## src/rtl/ring_conv_pkg.sv

```systemverilog
package ring_conv_pkg;

    typedef logic [1:0] tern_t;

    localparam tern_t TERN_ZERO = 2'b00;
    localparam tern_t TERN_POS  = 2'b01;
    localparam tern_t TERN_NEG  = 2'b11;

    typedef enum logic [2:0] {
        ST_IDLE,
        ST_MAC,
        ST_MSG,
        ST_SETTLE,
        ST_FLUSH
    } eng_state_t;

    typedef enum logic [1:0] {
        OP_HOLD,
        OP_MAC,
        OP_MSG,
        OP_SETTLE
    } au_op_t;

    // Unscaled public key coefficient generator; the lookup is pure logic.
    function automatic int key_base(input int idx);
        return idx * idx + 3 * idx + 7;
    endfunction

endpackage

```

## src/rtl/ring_phi_buf.sv

```systemverilog
module ring_phi_buf
    import ring_conv_pkg::*;
#(
    parameter int N    = 167,
    parameter int TAPS = 1
) (
    input  logic                  clk,
    input  logic                  rst_n,
    input  logic                  shift_en,
    input  tern_t                 shift_in,
    input  logic                  rotate,
    output logic [TAPS-1:0][1:0]  taps
);

    tern_t cell_q [N];

    // Serial fill moves toward cell 0; rotation moves toward cell N-1
    // and closes the ring through cell 0.
    always_ff @(posedge clk) begin
        if (!rst_n) begin
            for (int i = 0; i < N; i++) cell_q[i] <= TERN_ZERO;
        end else if (shift_en) begin
            for (int i = 0; i < N - 1; i++) cell_q[i] <= cell_q[i+1];
            cell_q[N-1] <= shift_in;
        end else if (rotate) begin
            cell_q[0] <= cell_q[N-1];
            for (int i = 1; i < N; i++) cell_q[i] <= cell_q[i-1];
        end
    end

    for (genvar u = 0; u < TAPS; u++) begin : g_tap
        assign taps[u] = cell_q[u];
    end

endmodule

```

## src/rtl/conv_mac_unit.sv

```systemverilog
module conv_mac_unit
    import ring_conv_pkg::*;
#(
    parameter int QW = 7
) (
    input  logic          clk,
    input  logic          rst_n,
    input  logic          clr,
    input  au_op_t        op,
    input  logic [QW-1:0] key_coef,
    input  tern_t         phi_code,
    input  tern_t         msg_code,
    output logic [QW-1:0] result
);

    logic [QW-1:0] sum_q, car_q;
    logic [QW-1:0] pp, maj;

    function automatic logic [QW-1:0] tern_scale(input logic [QW-1:0] a, input tern_t t);
        case (t)
            TERN_POS: return a;
            TERN_NEG: return ~a + QW'(1);
            default:  return '0;
        endcase
    endfunction

    always_comb begin
        unique case (op)
            OP_MAC:  pp = tern_scale(key_coef, phi_code);
            OP_MSG:  pp = tern_scale(QW'(1), msg_code);
            default: pp = '0;
        endcase
        maj = (sum_q & car_q) | (sum_q & pp) | (car_q & pp);
    end

    // Carry-save accumulation; carries leaving bit QW-1 are dropped (mod 2^QW).
    always_ff @(posedge clk) begin
        if (!rst_n || clr) begin
            sum_q <= '0;
            car_q <= '0;
        end else if (op != OP_HOLD) begin
            sum_q <= sum_q ^ car_q ^ pp;
            car_q <= {maj[QW-2:0], 1'b0};
        end
    end

    assign result = sum_q ^ car_q;

endmodule

```

## src/rtl/conv_out_drain.sv

```systemverilog
module conv_out_drain #(
    parameter int N  = 167,
    parameter int K  = 1,
    parameter int QW = 7,
    parameter int IW = 8
) (
    input  logic                  clk,
    input  logic                  rst_n,
    input  logic                  load,
    input  logic [IW-1:0]         base,
    input  logic [K-1:0][QW-1:0]  res,
    output logic                  out_valid,
    output logic [QW-1:0]         out_coef,
    output logic [IW-1:0]         out_idx
);

    logic [K-1:0]          vld_q;
    logic [K-1:0][QW-1:0]  dat_q;
    logic [K-1:0][IW-1:0]  idx_q;

    always_ff @(posedge clk) begin
        if (!rst_n) begin
            vld_q <= '0;
            dat_q <= '0;
            idx_q <= '0;
        end else if (load) begin
            for (int u = 0; u < K; u++) begin
                dat_q[u] <= res[u];
                idx_q[u] <= base + IW'(u);
                vld_q[u] <= (int'(base) + u < N);
            end
        end else begin
            for (int u = 0; u < K; u++) begin
                if (u < K - 1) begin
                    dat_q[u] <= dat_q[u+1];
                    idx_q[u] <= idx_q[u+1];
                    vld_q[u] <= vld_q[u+1];
                end else begin
                    dat_q[u] <= '0;
                    idx_q[u] <= '0;
                    vld_q[u] <= 1'b0;
                end
            end
        end
    end

    assign out_valid = vld_q[0];
    assign out_coef  = dat_q[0];
    assign out_idx   = idx_q[0];

endmodule

```

## src/rtl/ring_conv_engine.sv

```systemverilog
module ring_conv_engine
    import ring_conv_pkg::*;
#(
    parameter int N       = 167,
    parameter int K       = 1,
    parameter int QW      = 7,
    parameter int P_SCALE = 3,
    parameter int IW      = $clog2(N + K + 1)
) (
    input  logic            clk,
    input  logic            rst_n,
    input  logic            start,
    input  logic            phi_load,
    input  logic [1:0]      phi_code,
    input  logic [2*K-1:0]  msg_code,
    output logic            msg_take,
    output logic [IW-1:0]   msg_base,
    output logic            busy,
    output logic            out_valid,
    output logic [QW-1:0]   out_coef,
    output logic [IW-1:0]   out_idx
);

    localparam int SETTLE_LEN = QW;
    localparam int CW         = $clog2(N + SETTLE_LEN + K + 2);

    eng_state_t st_q, st_nx;
    logic [CW-1:0] cnt_q;
    logic [IW-1:0] base_q, kidx_q;
    logic          last_round, round_end, job_go;
    logic          buf_shift, buf_rot, au_clr;
    au_op_t        au_op;
    logic [QW-1:0] key_coef;
    logic [K-1:0][1:0]     phi_taps;
    logic [K-1:0][QW-1:0]  au_res;

    assign last_round = (int'(base_q) + K >= N);
    assign round_end  = (st_q == ST_SETTLE) && (int'(cnt_q) == SETTLE_LEN - 1);
    assign job_go     = (st_q == ST_IDLE) && start;

    // State register
    always_ff @(posedge clk) begin
        if (!rst_n) st_q <= ST_IDLE;
        else        st_q <= st_nx;
    end

    // Next-state logic
    always_comb begin
        st_nx = st_q;
        unique case (st_q)
            ST_IDLE:   if (start) st_nx = ST_MAC;
            ST_MAC:    if (int'(cnt_q) == N - 1) st_nx = ST_MSG;
            ST_MSG:    st_nx = ST_SETTLE;
            ST_SETTLE: if (round_end) begin
                           if (!last_round)  st_nx = ST_MAC;
                           else if (K > 1)   st_nx = ST_FLUSH;
                           else              st_nx = ST_IDLE;
                       end
            ST_FLUSH:  if (int'(cnt_q) == K - 2) st_nx = ST_IDLE;
            default:   st_nx = ST_IDLE;
        endcase
    end

    // Step counter and loop indices
    always_ff @(posedge clk) begin
        if (!rst_n) begin
            cnt_q  <= '0;
            base_q <= '0;
            kidx_q <= '0;
        end else begin
            cnt_q <= (st_nx != st_q) ? '0 : cnt_q + CW'(1);
            if (job_go) begin
                base_q <= '0;
                kidx_q <= '0;
            end else if (round_end && !last_round) begin
                base_q <= base_q + IW'(K);
                kidx_q <= base_q + IW'(K);
            end else if (st_q == ST_MAC) begin
                kidx_q <= (int'(kidx_q) == N - 1) ? '0 : kidx_q + IW'(1);
            end
        end
    end

    // Outputs and datapath controls
    always_comb begin
        busy      = (st_q != ST_IDLE);
        msg_take  = (st_q == ST_MSG);
        buf_shift = (st_q == ST_IDLE) && phi_load && !start;
        buf_rot   = (st_q == ST_MAC);
        au_clr    = job_go || round_end;
        unique case (st_q)
            ST_MAC:    au_op = OP_MAC;
            ST_MSG:    au_op = OP_MSG;
            ST_SETTLE: au_op = OP_SETTLE;
            default:   au_op = OP_HOLD;
        endcase
    end

    assign msg_base = base_q;
    assign key_coef = QW'(P_SCALE * key_base(int'(kidx_q)));

    ring_phi_buf #(.N(N), .TAPS(K)) u_buf (
        .clk      (clk),
        .rst_n    (rst_n),
        .shift_en (buf_shift),
        .shift_in (phi_code),
        .rotate   (buf_rot),
        .taps     (phi_taps)
    );

    for (genvar u = 0; u < K; u++) begin : g_au
        conv_mac_unit #(.QW(QW)) u_au (
            .clk      (clk),
            .rst_n    (rst_n),
            .clr      (au_clr),
            .op       (au_op),
            .key_coef (key_coef),
            .phi_code (phi_taps[u]),
            .msg_code (msg_code[2*u +: 2]),
            .result   (au_res[u])
        );
    end

    conv_out_drain #(.N(N), .K(K), .QW(QW), .IW(IW)) u_drain (
        .clk       (clk),
        .rst_n     (rst_n),
        .load      (round_end),
        .base      (base_q),
        .res       (au_res),
        .out_valid (out_valid),
        .out_coef  (out_coef),
        .out_idx   (out_idx)
    );

endmodule

```

## config.mk

```make
export PLATFORM = sky130hd
export DESIGN_NAME = ring_conv_engine
export DESIGN_NICKNAME = d
export VERILOG_FILES = /design/src/rtl/ring_conv_pkg.sv /design/src/rtl/ring_phi_buf.sv /design/src/rtl/conv_mac_unit.sv /design/src/rtl/conv_out_drain.sv /design/src/rtl/ring_conv_engine.sv
export SDC_FILE = /design/constraint.sdc
export NUM_CORES = 1
export LEC_CHECK = 0
export ABC_AREA = 1
export BUFFER_PORTS_ARGS = -buffer_cell sky130_fd_sc_hd__buf_4
export CAP_MARGIN = 20
export CORE_MARGIN = 2
export CORE_UTILIZATION = 60
export CTS_BUF_LIST = sky130_fd_sc_hd__clkbuf_8
export CTS_CLUSTER_DIAMETER = 100
export DETAILED_ROUTE_END_ITERATION = 10
export GPL_ROUTABILITY_DRIVEN = 0
export HOLD_SLACK_MARGIN = 0.15
export PLACE_DENSITY = 0.85
export SYNTH_ARGS = -nofsm -noshare
export SYNTH_HDL_FRONTEND = slang
export SYNTH_HIERARCHICAL = 1
export SYNTH_SLANG_ARGS = --single-unit
```

## constraint.sdc

```tcl
create_clock -name clk -period 33.9 [get_ports clk]
set_input_delay 6.78 -clock clk [delete_from_list [all_inputs] [get_ports clk]]
set_output_delay 6.78 -clock clk [all_outputs]
set_load 0.02 [all_outputs]
```

==> run summary <==
Drt pass-1 iters = 5
Die height = 185.5 um
Arrival @ worst endpoint = 10.35 ns
Setup crit start kind = primary input
Finished Cell Area = 20910 sq um
Routed len/inst = 15.34 um
Post-CTS Resized = 0
Slowest stage delay, CP = 0.60 ns
Least-Margin Pin Slew = 1.101 ns
CTS root buf = clkbuf_8
Slowest cell on crit path = buf_4
Setup_tns = 0 ns
Ports = 34
Synth Cell Area = 19760 sq um
Leakage = 0.009178 uW
Tot GR Track Use = 0.2204
Clock latency on the worst-skew pair = 0.63 ns
Count of cell types in the netlist = 41
Relative slew slack = 0.2660
Hold Worst Slack = 0.4604 ns
Worst path cell trace = buf_4 > inv_1 > nand2_1 > nor2_1 > inv_8 > nand2_2 > buf_4 > nand3_4 > buf_16 > buf_4 > buf_16 > buf_4
Multi-input gate area = 7231 sq um
Synthesized Nets = 2125
Top Family by Delay on Critical Path = buffers and inverters
CTS tree = yes
CP max FO = 87
Via count = 14.59k
Initial antenna violation count = 0
Clock Skew = 0.03789 ns
Power per cell area = 50.87 nW/um^2
Max Slew Vio Count = 0
Die width = 185.5 um
Worst hold path type = register to register
Area of placed instances = 19740 sq um
First-pass GRT wire length = 63650 um
Initial Util = 0.6088
Peak VDD IR = 0.03255 mV
Core area = 32450 sq um
Full die area = 34400 sq um
Fin. Hold Viols = 0
H-tree levels = 2
Routed WL = 38010 um
Flip-flop and latch area = 11150 sq um
Routed Antenna Nets = 0
Largest net degree at the start of global routing = 226
Mapped Cells = 2054
Final global-route overflow total = 0
FF+latch count, synth = 390
Leading cell type in the layout, fill and taps excluded = nand2_1
IO Port Bufs = 33
Hold-fix buffer count after cts = 0
Critical path buffers and inverters = 8
Fill count = 2477
Clock transition at path regs = 0.06 ns
ANT cells = 0
RSZ-0062 raised after global routing = false
CP Capture Type = register
Most common cell on crit path = buf_4
Most frequent cells in the layout = nand2_1 (691), nand4_1 (341), edfxtp_1 (334), inv_1 (131), nand3_1 (111)
Sequential share of the synthesized area = 0.5644
Period utilisation layout = 0.2988
Max-cap violation count = 0
CTS Sinks = 390
Post-CTS setup buffer count = 0
Synth Warn # = 6
Area Overhead vs Synth = 5.833%
Num CTS Buffers = 60
Via density = 5.887
Cell Rows = 66
Max Fclk = 98.71 MHz
Nets = 2066
Req. time, crit path = 34.12 ns
1st-iter DRT viols = 1703
# setup viols final = 0
Minimum clock period = 10.13 ns
Share of layout cells above drive strength 1 = 0.07122
Clk buf depth = 3
Residual DRC = 0
Synthesized area per cell = 9.619 sq um
Outcome = complete, no violations
Start-to-end type of the worst setup path = primary input to register
Vias in the first global route = 13.44k
Hpwl dp = 20970 um
==> layer usage <==
| metal | wire length, um | global-route usage | vias to the layer above |
|---|---|---|---|
| met2 | 18330 | 0.3484 | 485 |
| li1 | - | - | 7079 |
| met5 | 0 | 0 | - |
| met1 | 16920 | 0.3197 | 6967 |
| met4 | 663 | 0.06222 | 0 |
| met3 | 2097 | 0.03287 | 57 |
==> sequential cells by signal, indices dropped and copies added (netlist names) <==
signal             flops
g_au.u_au/car_q        6
u_drain/out_coef       7
u_buf/cell_q         334
u_drain/out_idx        8
kidx_q                 8
msg_base               8
st_q                   3
cnt_q                  8
u_drain/out_valid      1
g_au.u_au/sum_q        7
==> cells in the mapped netlist, drive strengths merged <==
library cell | count | area (sq um)
nand3 | 116 | 608.1
a21boi | 1 | 7.510
or2 | 3 | 21.27
nand4 | 341 | 2133
nor3 | 2 | 10.01
and3 | 1 | 6.260
xnor2 | 12 | 105.1
edfxtp | 334 | 10030
a211oi | 13 | 97.59
nor3b | 1 | 12.51
buf | 148 | 862.1
clkinv | 1 | 5.000
a21o | 1 | 7.510
nand3b | 3 | 22.52
nand2 | 698 | 2635
clkbuf | 22 | 83.83
nor2b | 1 | 6.260
ha | 46 | 575.6
dfxtp | 56 | 1121
nor2 | 63 | 244.0
inv | 117 | 439.2
o21bai | 2 | 15.01
fa | 17 | 340.3
a21oi | 22 | 110.1
o21ai | 13 | 68.82
xor2 | 19 | 185.2
conb | 1 | 3.750
==> tightest hold or removal path: stages (launching register included) <==
cell	delay, ns
dfxtp_1	0.33
inv_1	0.06
nor2_1	0.03
==> final cells by class <==
cell class	instances	area share
Sequential cell	390	0.5333
Multi-Input combinational cell	1376	0.3458
Clock buffer	60	0.03949
Tap cell	442	0.02645
Timing Repair Buffer	49	0.02274
Inverter	118	0.02220
Clock inverter	43	0.009993
==> final timing paths <==
kind | startpoint | endpoint | slack, ns | cells after the start
setup / recovery | start | u_buf/cell_q[28][5] | 23.77 | 12
setup reg to reg | kidx_q[0] | g_au[0].u_au/sum_q[5] | 28.44 | 18
hold / removal | g_au[0].u_au/sum_q[0] | u_drain/out_coef[0] | 0.46 | 2
hold reg to reg | g_au[0].u_au/sum_q[0] | u_drain/out_coef[0] | 0.46 | 2
==> kinds of logic (layout without fill, tap and decap cells) <==
logic type	after synthesis	count (layout)	synth area share
AO/OA/AOI/OAI	52	52	0.01552
XOR/XNOR	31	31	0.01469
adder cells (fa/ha/maj)	63	63	0.04636
buffers and inverters	288	270	0.07036
flip-flops	390	390	0.5644
other	1	1	0.0001898
AND/OR/NAND/NOR	1229	1229	0.2885
==> where the power goes <==
group | switching, uW | total, uW | internal, uW
clock | 179 | 351 | 171
sequential | 24.8 | 597 | 573
combinational | 82.7 | 115 | 32.7
total | 287 | 1060 | 777
==> stage by stage <==
stage	total power, uW	worst slack (ns)	utilization	cells
after floorplan	706.8	15.67	-	2054
after global placement	711.1	22.29	0.6081	2370
after detailed placement	718.2	22.22	0.6081	2370
after CTS	1069	22.88	0.6400	2473
after global routing	1113	23.54	0.6443	2478
final	1064	23.77	0.6443	2478
Power figures use the tool's default switching activity.
